==> config.mk <==
export PLATFORM = sky130hd
export DESIGN_NAME = bcd_timekeeper
export DESIGN_NICKNAME = d
export VERILOG_FILES = /design/src/rtl/tk_pkg.sv /design/src/rtl/tk_counters.sv /design/src/rtl/tk_shadow.sv /design/src/rtl/bcd_timekeeper.sv
export SDC_FILE = /design/constraint.sdc
export NUM_CORES = 1
export LEC_CHECK = 0
export ABC_CLOCK_PERIOD_IN_PS = 8800
export BUFFER_PORTS_ARGS = -buffer_cell sky130_fd_sc_hd__buf_2
export CAP_MARGIN = 5
export CORE_ASPECT_RATIO = 0.5
export CORE_MARGIN = 3
export CORE_UTILIZATION = 48
export DETAILED_ROUTE_END_ITERATION = 10
export MAX_ROUTING_LAYER = met4
export PLACE_DENSITY = 0.73
export REMOVE_ABC_BUFFERS = 1
export SYNTH_ARGS = -nofsm -noshare
export SYNTH_HDL_FRONTEND = slang
export SYNTH_HIERARCHICAL = 1
export SYNTH_SLANG_ARGS = --single-unit
==> constraint.sdc <==
create_clock -name clk -period 8.8 [get_ports clk]
set_input_delay 0.88 -clock clk [delete_from_list [all_inputs] [get_ports clk]]
set_output_delay 0.88 -clock clk [all_outputs]
set_load 0.01 [all_outputs]
==> src/rtl/tk_pkg.sv <==
// Shared types and BCD helpers for the calendar clock.
// Assumes all stored values are valid packed BCD.
package tk_pkg;

    typedef struct packed {
        logic [7:0] cen;
        logic [7:0] yr;
        logic [7:0] mon;
        logic [7:0] mday;
        logic [7:0] wday;
        logic [7:0] hr;
        logic [7:0] mnt;
        logic [7:0] sec;
    } tk_time_t;

    localparam tk_time_t TK_RESET = '{cen: 8'h00, yr: 8'h00, mon: 8'h01,
                                      mday: 8'h01, wday: 8'h01, hr: 8'h00,
                                      mnt: 8'h00, sec: 8'h00};

    // Byte offsets inside the bank; the decode depends on them.
    localparam logic [3:0] OFS_FLAG = 4'h0;
    localparam logic [3:0] OFS_CEN  = 4'h1;
    localparam logic [3:0] OFS_CTRL = 4'h8;
    localparam logic [3:0] OFS_SEC  = 4'h9;
    localparam logic [3:0] OFS_MNT  = 4'hA;
    localparam logic [3:0] OFS_HR   = 4'hB;
    localparam logic [3:0] OFS_WDAY = 4'hC;
    localparam logic [3:0] OFS_MDAY = 4'hD;
    localparam logic [3:0] OFS_MON  = 4'hE;
    localparam logic [3:0] OFS_YR   = 4'hF;

    // Add one to a two-digit packed BCD value.
    function automatic logic [7:0] bcd_inc(input logic [7:0] v);
        if (v[3:0] == 4'd9) bcd_inc = {v[7:4] + 4'd1, 4'd0};
        else                bcd_inc = {v[7:4], v[3:0] + 4'd1};
    endfunction

    // Last day of a month in BCD; leap years are those divisible by 4.
    function automatic logic [7:0] month_last(input logic [7:0] mon, input logic [7:0] yr);
        logic leap;
        leap = yr[4] ? (yr[3:0] == 4'd2 || yr[3:0] == 4'd6)
                     : (yr[3:0] == 4'd0 || yr[3:0] == 4'd4 || yr[3:0] == 4'd8);
        case (mon)
            8'h02:                      month_last = leap ? 8'h29 : 8'h28;
            8'h04, 8'h06, 8'h09, 8'h11: month_last = 8'h30;
            default:                    month_last = 8'h31;
        endcase
    endfunction

endpackage

==> src/rtl/tk_counters.sv <==
// Internal calendar counters. They advance on a tick unless stopped,
// and load a full time value in one cycle when asked.
// Assumes tick is a single-cycle pulse.
module tk_counters
    import tk_pkg::*;
(
    input  logic     clk,
    input  logic     rst_n,
    input  logic     tick,
    input  logic     stop,
    input  logic     load,
    input  tk_time_t load_val,
    output tk_time_t cnt,
    output tk_time_t cnt_next
);

    logic adv;
    assign adv = tick && !stop;

    // Compute the post-tick value with the full carry chain.
    always_comb begin
        cnt_next = cnt;
        if (adv) begin
            if (cnt.sec != 8'h59) cnt_next.sec = bcd_inc(cnt.sec);
            else begin
                cnt_next.sec = 8'h00;
                if (cnt.mnt != 8'h59) cnt_next.mnt = bcd_inc(cnt.mnt);
                else begin
                    cnt_next.mnt = 8'h00;
                    if (cnt.hr != 8'h23) cnt_next.hr = bcd_inc(cnt.hr);
                    else begin
                        cnt_next.hr   = 8'h00;
                        cnt_next.wday = (cnt.wday >= 8'h07) ? 8'h01 : cnt.wday + 8'h01;
                        if (cnt.mday < month_last(cnt.mon, cnt.yr)) cnt_next.mday = bcd_inc(cnt.mday);
                        else begin
                            cnt_next.mday = 8'h01;
                            if (cnt.mon < 8'h12) cnt_next.mon = bcd_inc(cnt.mon);
                            else begin
                                cnt_next.mon = 8'h01;
                                if (cnt.yr != 8'h99) cnt_next.yr = bcd_inc(cnt.yr);
                                else begin
                                    cnt_next.yr  = 8'h00;
                                    cnt_next.cen = (cnt.cen == 8'h99) ? 8'h00 : bcd_inc(cnt.cen);
                                end
                            end
                        end
                    end
                end
            end
        end
    end

    // Counter register: a load takes priority over advancing.
    always_ff @(posedge clk) begin
        if (!rst_n)    cnt <= TK_RESET;
        else if (load) cnt <= load_val;
        else           cnt <= cnt_next;
    end

    assert_stop_holds_R6: assert property (@(posedge clk) disable iff (!rst_n)
        (stop && !load) |=> $stable(cnt));

    assert_sec_wrap_R3: assert property (@(posedge clk) disable iff (!rst_n)
        (tick && !stop && !load && cnt.sec == 8'h59) |=> (cnt.sec == 8'h00));

endmodule

==> src/rtl/tk_shadow.sv <==
// User-visible copy bank. All fields reload together on refresh;
// otherwise single fields take masked bus writes.
// Assumes refresh and wr_time never coincide (the top guarantees it).
module tk_shadow
    import tk_pkg::*;
(
    input  logic       clk,
    input  logic       rst_n,
    input  logic       refresh,
    input  tk_time_t   src,
    input  logic       wr_time,
    input  logic [3:0] wr_ofs,
    input  logic [7:0] wr_data,
    output tk_time_t   vis
);

    // Hold, reload from the counters, or take one masked field write.
    always_ff @(posedge clk) begin
        if (!rst_n)       vis <= TK_RESET;
        else if (refresh) vis <= src;
        else if (wr_time) begin
            case (wr_ofs)
                OFS_CEN:  vis.cen  <= wr_data;
                OFS_SEC:  vis.sec  <= {1'b0, wr_data[6:0]};
                OFS_MNT:  vis.mnt  <= {1'b0, wr_data[6:0]};
                OFS_HR:   vis.hr   <= {2'b0, wr_data[5:0]};
                OFS_WDAY: vis.wday <= {5'b0, wr_data[2:0]};
                OFS_MDAY: vis.mday <= {2'b0, wr_data[5:0]};
                OFS_MON:  vis.mon  <= {3'b0, wr_data[4:0]};
                OFS_YR:   vis.yr   <= wr_data;
                default:  ;
            endcase
        end
    end

    assert_idle_stable_R7: assert property (@(posedge clk) disable iff (!rst_n)
        (!refresh && !wr_time) |=> $stable(vis));

endmodule

==> src/rtl/bcd_timekeeper.sv <==
// Calendar clock top: bus decode, control/stop/test bits, counters and
// visible copy bank. Reads are registered (one clock of latency).
// Assumes one bus access per cycle and a single-cycle tick pulse.
module bcd_timekeeper
    import tk_pkg::*;
#(
    parameter int              ADDR_W    = 11,
    parameter logic [ADDR_W-1:0] BANK_BASE = 11'h7F0
) (
    input  logic              clk,
    input  logic              rst_n,
    input  logic              tick_1hz,
    input  logic              batt_low,
    input  logic              bus_cs,
    input  logic              bus_we,
    input  logic [ADDR_W-1:0] bus_addr,
    input  logic [7:0]        bus_wdata,
    output logic [7:0]        bus_rdata
);

    localparam int PAGE_W = ADDR_W - 4;

    logic       hit, wr_en, rd_en, is_time;
    logic [3:0] ofs;
    logic [7:0] ctrl_q;
    logic       stop_q, ftest_q;
    logic       refresh, load, wr_time;
    tk_time_t   cnt, cnt_next, vis;

    assign ofs     = bus_addr[3:0];
    assign hit     = (bus_addr[ADDR_W-1:4] == BANK_BASE[ADDR_W-1:4]);
    assign wr_en   = bus_cs && bus_we && hit;
    assign rd_en   = bus_cs && !bus_we;
    assign is_time = (ofs == OFS_CEN) || (ofs >= OFS_SEC);
    // Tick first: the reload uses the control value registered before this cycle.
    assign refresh = tick_1hz && !ctrl_q[7] && !ctrl_q[6];
    assign load    = wr_en && (ofs == OFS_CTRL) && ctrl_q[7] && !bus_wdata[7];
    assign wr_time = wr_en && is_time && ctrl_q[7];

    // Control byte, stop bit and frequency-test bit registers.
    always_ff @(posedge clk) begin
        if (!rst_n) begin
            ctrl_q  <= 8'h00;
            stop_q  <= 1'b0;
            ftest_q <= 1'b0;
        end else if (wr_en) begin
            if (ofs == OFS_CTRL) ctrl_q  <= bus_wdata;
            if (ofs == OFS_SEC)  stop_q  <= bus_wdata[7];
            if (ofs == OFS_WDAY) ftest_q <= bus_wdata[6];
        end
    end

    tk_counters u_counters (
        .clk      (clk),
        .rst_n    (rst_n),
        .tick     (tick_1hz),
        .stop     (stop_q),
        .load     (load),
        .load_val (vis),
        .cnt      (cnt),
        .cnt_next (cnt_next)
    );

    tk_shadow u_shadow (
        .clk     (clk),
        .rst_n   (rst_n),
        .refresh (refresh),
        .src     (cnt_next),
        .wr_time (wr_time),
        .wr_ofs  (ofs),
        .wr_data (bus_wdata),
        .vis     (vis)
    );

    // Registered read mux; reserved and out-of-bank addresses return zero.
    always_ff @(posedge clk) begin
        if (!rst_n) bus_rdata <= 8'h00;
        else if (rd_en) begin
            if (!hit) bus_rdata <= 8'h00;
            else begin
                case (ofs)
                    OFS_FLAG: bus_rdata <= {3'b000, batt_low, 4'b0000};
                    OFS_CEN:  bus_rdata <= vis.cen;
                    OFS_CTRL: bus_rdata <= ctrl_q;
                    OFS_SEC:  bus_rdata <= {stop_q, vis.sec[6:0]};
                    OFS_MNT:  bus_rdata <= vis.mnt;
                    OFS_HR:   bus_rdata <= vis.hr;
                    OFS_WDAY: bus_rdata <= {1'b0, ftest_q, 3'b000, vis.wday[2:0]};
                    OFS_MDAY: bus_rdata <= vis.mday;
                    OFS_MON:  bus_rdata <= vis.mon;
                    OFS_YR:   bus_rdata <= vis.yr;
                    default:  bus_rdata <= 8'h00;
                endcase
            end
        end
    end

    assert_refresh_coherent_R7: assert property (@(posedge clk) disable iff (!rst_n)
        refresh |=> (vis == cnt));

    assert_freeze_holds_R7: assert property (@(posedge clk) disable iff (!rst_n)
        (ctrl_q[6] && !ctrl_q[7]) |=> $stable(vis));

    assert_load_sync_R9: assert property (@(posedge clk) disable iff (!rst_n)
        load |=> (cnt == vis));

    assert_reserved_zero_R2: assert property (@(posedge clk) disable iff (!rst_n)
        (rd_en && (!hit || (ofs >= 4'h2 && ofs <= 4'h7))) |=> (bus_rdata == 8'h00));

    assert_page_width_R2: assert final (PAGE_W > 0);

endmodule

==> impl_results.html <==
<table>
<tr><th>Metric</th><th>Value</th></tr>
<tr><th colspan="2">Worst setup path</th></tr>
<tr><td>Critical Path End</td><td>u_shadow/vis[38]$_SDFFE_PN0P_</td></tr>
<tr><td>Critical path startpoint category</td><td>flip-flop</td></tr>
<tr><td>Crit. Startpoint</td><td>u_counters/cnt[45]$_SDFF_PN0_</td></tr>
<tr><td>Count of cells along the worst register-to-register path</td><td>14</td></tr>
<tr><td>Kind of critical path</td><td>reg -&gt; reg</td></tr>
<tr><td>Number of buffers and inverters on the critical path</td><td>2</td></tr>
<tr><td>Critical register-to-register path endpoint</td><td>u_shadow/vis[38]$_SDFFE_PN0P_</td></tr>
<tr><td>Largest stage delay on the critical path</td><td>0.57 ns</td></tr>
<tr><td>Series of cell instances along the critical path</td><td>inv_1, ha_1, nor3b_4, nand4b_2, inv_1, ha_1, a21o_1, a211oi_1, o31ai_4, or2_1, or4_4, nand2_1, nand2_1, a21boi_0</td></tr>
<tr><td>Slowest stage cell, crit path</td><td>sky130_fd_sc_hd__or4_4</td></tr>
<tr><td>Reg-to-Reg Start</td><td>u_counters/cnt[45]$_SDFF_PN0_</td></tr>
<tr><td>Required time at the worst-slack endpoint</td><td>9.15 ns</td></tr>
<tr><td>Worst-case register-to-register setup slack</td><td>5.18 ns</td></tr>
<tr><td>Type of destination of the critical path</td><td>flip-flop</td></tr>
<tr><td>Top cell family by delay on the critical path</td><td>simple AND/OR/NAND/NOR gates</td></tr>
<tr><td>Number of logic stages on the critical path including buffering</td><td>14</td></tr>
<tr><td>Largest fanout of any net on the critical path</td><td>15</td></tr>
<tr><td>Arrival time at the worst endpoint</td><td>3.97 ns</td></tr>
<tr><th colspan="2">Placed design</th></tr>
<tr><td>Detailed placement HPWL</td><td>19,150 um</td></tr>
<tr><td># port buffers</td><td>32</td></tr>
<tr><td>Area after detailed placement</td><td>0.009020 sq mm</td></tr>
<tr><td>Number of placed instances, taps included</td><td>1,254</td></tr>
<tr><td>Pre-CTS setup slack</td><td>5.039 ns</td></tr>
<tr><td>Routability congestion estimate from global placement</td><td>0.9513</td></tr>
<tr><th colspan="2">Hold path</th></tr>
<tr><td>Classification of the worst-slack hold path</td><td>reg -&gt; reg</td></tr>
<tr><th colspan="2">Logic synthesis</th></tr>
<tr><td>Register bit total from synthesis</td><td>146</td></tr>
<tr><td>Async S/R FF share, synth</td><td>0%</td></tr>
<tr><td>Top_reg_cell synth</td><td>sky130_fd_sc_hd__dfxtp_1</td></tr>
<tr><td>Cell count after synthesis</td><td>1,065</td></tr>
<tr><td>Fraction of the yosys area taken by sequential cells</td><td>32.54%</td></tr>
<tr><td>Cell area after synthesis</td><td>0.008982 sq mm</td></tr>
<tr><td>Synthesis warning total</td><td>6</td></tr>
<tr><td>Number of library cell types mapped by synthesis</td><td>88</td></tr>
<tr><td>Count of flip-flops with a built-in enable after synthesis</td><td>0</td></tr>
<tr><td>Post-synthesis area per instance</td><td>8.434 sq um</td></tr>
<tr><th colspan="2">GRT</th></tr>
<tr><td>Via count of the first global-routing pass</td><td>7,720</td></tr>
<tr><td>Initial antenna violation count</td><td>0</td></tr>
<tr><td>Global-route wire length before repair</td><td>42,670 um</td></tr>
<tr><td>Largest net degree at the start of global routing</td><td>97</td></tr>
<tr><td>Gr usage total</td><td>27.92%</td></tr>
<tr><td>Overflow left after global routing</td><td>0</td></tr>
<tr><th colspan="2">Die</th></tr>
<tr><td>Chip height</td><td>102.7 um</td></tr>
<tr><td>Top-Level Pins</td><td>33</td></tr>
<tr><td>Std cell rows</td><td>34</td></tr>
<tr><td>Core region area</td><td>0.01787 sq mm</td></tr>
<tr><td>Initial Utilization</td><td>50.27%</td></tr>
<tr><td>DIE AREA</td><td>0.02049 sq mm</td></tr>
<tr><td>Die span in x</td><td>199.5 um</td></tr>
<tr><th colspan="2">Timing</th></tr>
<tr><td>Number of slew-limit violations in the final report</td><td>0</td></tr>
<tr><td>Hold Vio Cnt, Final</td><td>0</td></tr>
<tr><td>Worst Skew</td><td>0.01420 ns</td></tr>
<tr><td>Final setup viols</td><td>0</td></tr>
<tr><td>Final period demand of the worst path</td><td>3.624 ns</td></tr>
<tr><td>Unrepaired setup endpoints after global routing</td><td>no</td></tr>
<tr><td>Final TNS setup</td><td>0 ns</td></tr>
<tr><td>Slew headroom</td><td>20.23%</td></tr>
<tr><td>Part of the cycle the worst path needs</td><td>41.18%</td></tr>
<tr><td>Actual transition at the worst max-transition pin</td><td>1.194 ns</td></tr>
<tr><td>Timing-limited maximum frequency</td><td>276.0 MHz</td></tr>
<tr><td>Worst-case setup margin in the final layout</td><td>5.176 ns</td></tr>
<tr><th colspan="2">Power and ir drop</th></tr>
<tr><td>Standby leakage power</td><td>0.003727 uW</td></tr>
<tr><td>Power per standard cell area</td><td>160.7 mW/mm^2</td></tr>
<tr><td>Worst VDD drop</td><td>126.2 uV</td></tr>
<tr><th colspan="2">Cells and area</th></tr>
<tr><td>Most common cell after layout, fill and taps aside</td><td>sky130_fd_sc_hd__dfxtp_1</td></tr>
<tr><td>Nets@finish</td><td>1,091</td></tr>
<tr><td>Final std cells w/o fill</td><td>1,286</td></tr>
<tr><td>Most used cells in the layout excluding fill and tap cells</td><td>sky130_fd_sc_hd__dfxtp_1 (146), sky130_fd_sc_hd__nand2_1 (114), sky130_fd_sc_hd__o21ai_0 (96)</td></tr>
<tr><td>Area Growth Syn to Fin</td><td>7.020%</td></tr>
<tr><td>Number of fill cells in the layout</td><td>1,692</td></tr>
<tr><td>Layout cells sized above 1</td><td>11.88%</td></tr>
<tr><td>Number of diodes</td><td>0</td></tr>
<tr><td>Summed area of non-filler cells in the final layout</td><td>0.009613 sq mm</td></tr>
<tr><th colspan="2">Routing</th></tr>
<tr><td>Via-to-Cell Ratio</td><td>6.528</td></tr>
<tr><td>Number of remaining DRC errors</td><td>0</td></tr>
<tr><td>Vias</td><td>8,395</td></tr>
<tr><td>Number of antenna-violating nets in the routed design</td><td>0</td></tr>
<tr><td>Overall routed net length</td><td>27,570 um</td></tr>
<tr><td>Routed WL per cell</td><td>21.44 um</td></tr>
<tr><td>Initial DRT Pass Iterations</td><td>5</td></tr>
<tr><td>Iteration-0 DRC count of the detailed router</td><td>979</td></tr>
<tr><th colspan="2">Clocking</th></tr>
<tr><td>Num Clock Sinks</td><td>146</td></tr>
<tr><td>CTS hold repair buffers</td><td>0</td></tr>
<tr><td>Number of buffers inserted during clock tree synthesis</td><td>17</td></tr>
<tr><td>Insertion delay of the later-clocked pin in the worst-skew pair</td><td>0.43 ns</td></tr>
<tr><td>Post-CTS repair timing setup buffer count</td><td>0</td></tr>
<tr><td>CTS clk-pin slew, worst paths</td><td>0.07 ns</td></tr>
<tr><td>Clock Root Buffer</td><td>sky130_fd_sc_hd__clkbuf_16</td></tr>
<tr><td>Quantity of gates resized following cts</td><td>0</td></tr>
<tr><td>CTS tree</td><td>done</td></tr>
<tr><td>Maximum number of buffers from clock root to sink</td><td>2</td></tr>
<tr><td>H-tree level count</td><td>4</td></tr>
<tr><th colspan="2">Run status</th></tr>
<tr><td>Result of the run</td><td>finished clean</td></tr>
<tr><th colspan="2">Flow run</th></tr>
<tr><td>Max Cap Viol</td><td>0</td></tr>
</table>
## layer usage
layer,up-vias,wire length [um],GRT usage [%]
met5,-,0,-
met4,0,597,8.998
met3,52,2542,7.313
met2,381,11990,41.70
met1,4066,12450,37.18
li1,3896,-,-
## power breakdown
| part | internal, uW | total (uW) | switching (uW) |
|---|---|---|---|
| clock network | 413 | 745 | 332 |
| registers | 672 | 687 | 14.6 |
| logic | 37.7 | 113 | 75.8 |
## final cells by class
| type | count | area, sq um | area share (%) |
|---|---|---|---|
| multi-input cells | 816 | 5522 | 57.44 |
| flip-flops and latches | 146 | 2923 | 30.40 |
| clock buffers | 18 | 439.2 | 4.569 |
| well taps | 234 | 292.8 | 3.046 |
| repair buffers | 38 | 207.7 | 2.161 |
| clock inverters | 14 | 153.9 | 1.601 |
| inverters | 20 | 75.07 | 0.7809 |
## through the flow
stage          hold WS [ns]  total power, uW  utilization (%)
2_1_floorplan        0.4418            756.5                -
3_3_place_gp         0.4360            808.8            50.48
3_5_place_dp         0.4426            811.4            50.48
4_1_cts              0.4532             1551            53.80
5_1_grt              0.4678             1591            53.80
6_report             0.4510             1545            53.80
## cells by family (layout without fill, tap and decap cells)
logic type	Yosys count	count (layout)	share of synthesized area, %
fa+ha+maj	27	27	3.761
buf+inv	103	90	6.059
compound gates	363	363	28.76
simple gates	363	363	21.42
flops	146	146	32.54
xor+xnor	8	8	0.7801
mux	55	55	6.672
## cells in the mapped netlist (8+ instances only)
| cell type | number | share of area, % |
|---|---|---|
| sky130_fd_sc_hd__dfxtp_1 | 146 | 33 |
| sky130_fd_sc_hd__nand2_1 | 114 | 4.8 |
| sky130_fd_sc_hd__o21ai_0 | 96 | 5.3 |
| sky130_fd_sc_hd__a211oi_1 | 79 | 6.6 |
| sky130_fd_sc_hd__nor2_1 | 65 | 2.7 |
| sky130_fd_sc_hd__mux2i_1 | 34 | 3.8 |
| sky130_fd_sc_hd__clkbuf_1 | 31 | 1.3 |
| sky130_fd_sc_hd__nand3_1 | 31 | 1.7 |
| sky130_fd_sc_hd__ha_1 | 27 | 3.8 |
| sky130_fd_sc_hd__nand2b_1 | 26 | 1.8 |
| sky130_fd_sc_hd__buf_2 | 25 | 1.4 |
| sky130_fd_sc_hd__nor2b_1 | 24 | 1.7 |
| sky130_fd_sc_hd__a21boi_0 | 20 | 1.7 |
| sky130_fd_sc_hd__a31oi_1 | 19 | 1.3 |
| sky130_fd_sc_hd__inv_1 | 19 | 0.79 |
| sky130_fd_sc_hd__o211a_1 | 18 | 2.0 |
| sky130_fd_sc_hd__mux2_2 | 17 | 2.1 |
| sky130_fd_sc_hd__nor3_1 | 17 | 0.95 |
| sky130_fd_sc_hd__o31ai_1 | 17 | 1.4 |
| sky130_fd_sc_hd__o211ai_1 | 16 | 1.3 |
| sky130_fd_sc_hd__a21oi_1 | 15 | 0.84 |
| sky130_fd_sc_hd__and2_1 | 14 | 0.98 |
| sky130_fd_sc_hd__buf_4 | 11 | 0.92 |
| sky130_fd_sc_hd__buf_6 | 11 | 1.4 |
| sky130_fd_sc_hd__o21ai_1 | 10 | 0.56 |
| sky130_fd_sc_hd__a22oi_1 | 8 | 0.67 |
| sky130_fd_sc_hd__and3_1 | 8 | 0.56 |
| sky130_fd_sc_hd__nand4_1 | 8 | 0.56 |
| sky130_fd_sc_hd__o21ba_2 | 8 | 0.89 |
## worst min path at each step
stage                               endpoint                     startpoint  slack, ns  cells past startpoint
5_1_grt            bus_rdata[6]$_SDFFE_PN0P_      bus_rdata[6]$_SDFFE_PN0P_       0.47                      2
3_3_place_gp       bus_rdata[2]$_SDFFE_PN0P_      bus_rdata[2]$_SDFFE_PN0P_       0.44                      2
3_5_place_dp       bus_rdata[6]$_SDFFE_PN0P_      bus_rdata[6]$_SDFFE_PN0P_       0.44                      2
6_report           bus_rdata[5]$_SDFFE_PN0P_      bus_rdata[5]$_SDFFE_PN0P_       0.45                      2
4_1_cts            bus_rdata[6]$_SDFFE_PN0P_      bus_rdata[6]$_SDFFE_PN0P_       0.45                      2
2_1_floorplan  u_counters/cnt[54]$_SDFF_PN0_  u_shadow/vis[54]$_SDFFE_PN0P_       0.44                      2
## state kept, by name, summed over array words and instances (netlist names)
register	flops
ftest_q	1
u_shadow/vis	64
bus_rdata	8
stop_q	1
u_counters/cnt	64
ctrl_q	8
## tightest hold or removal path: stages (launching register included)
cell and delay (ns):
sky130_fd_sc_hd__dfxtp_1 0.31, sky130_fd_sc_hd__nand2_1 0.05, sky130_fd_sc_hd__o21ai_1 0.05
No activity file was read; power rests on OpenSTA's default activity.
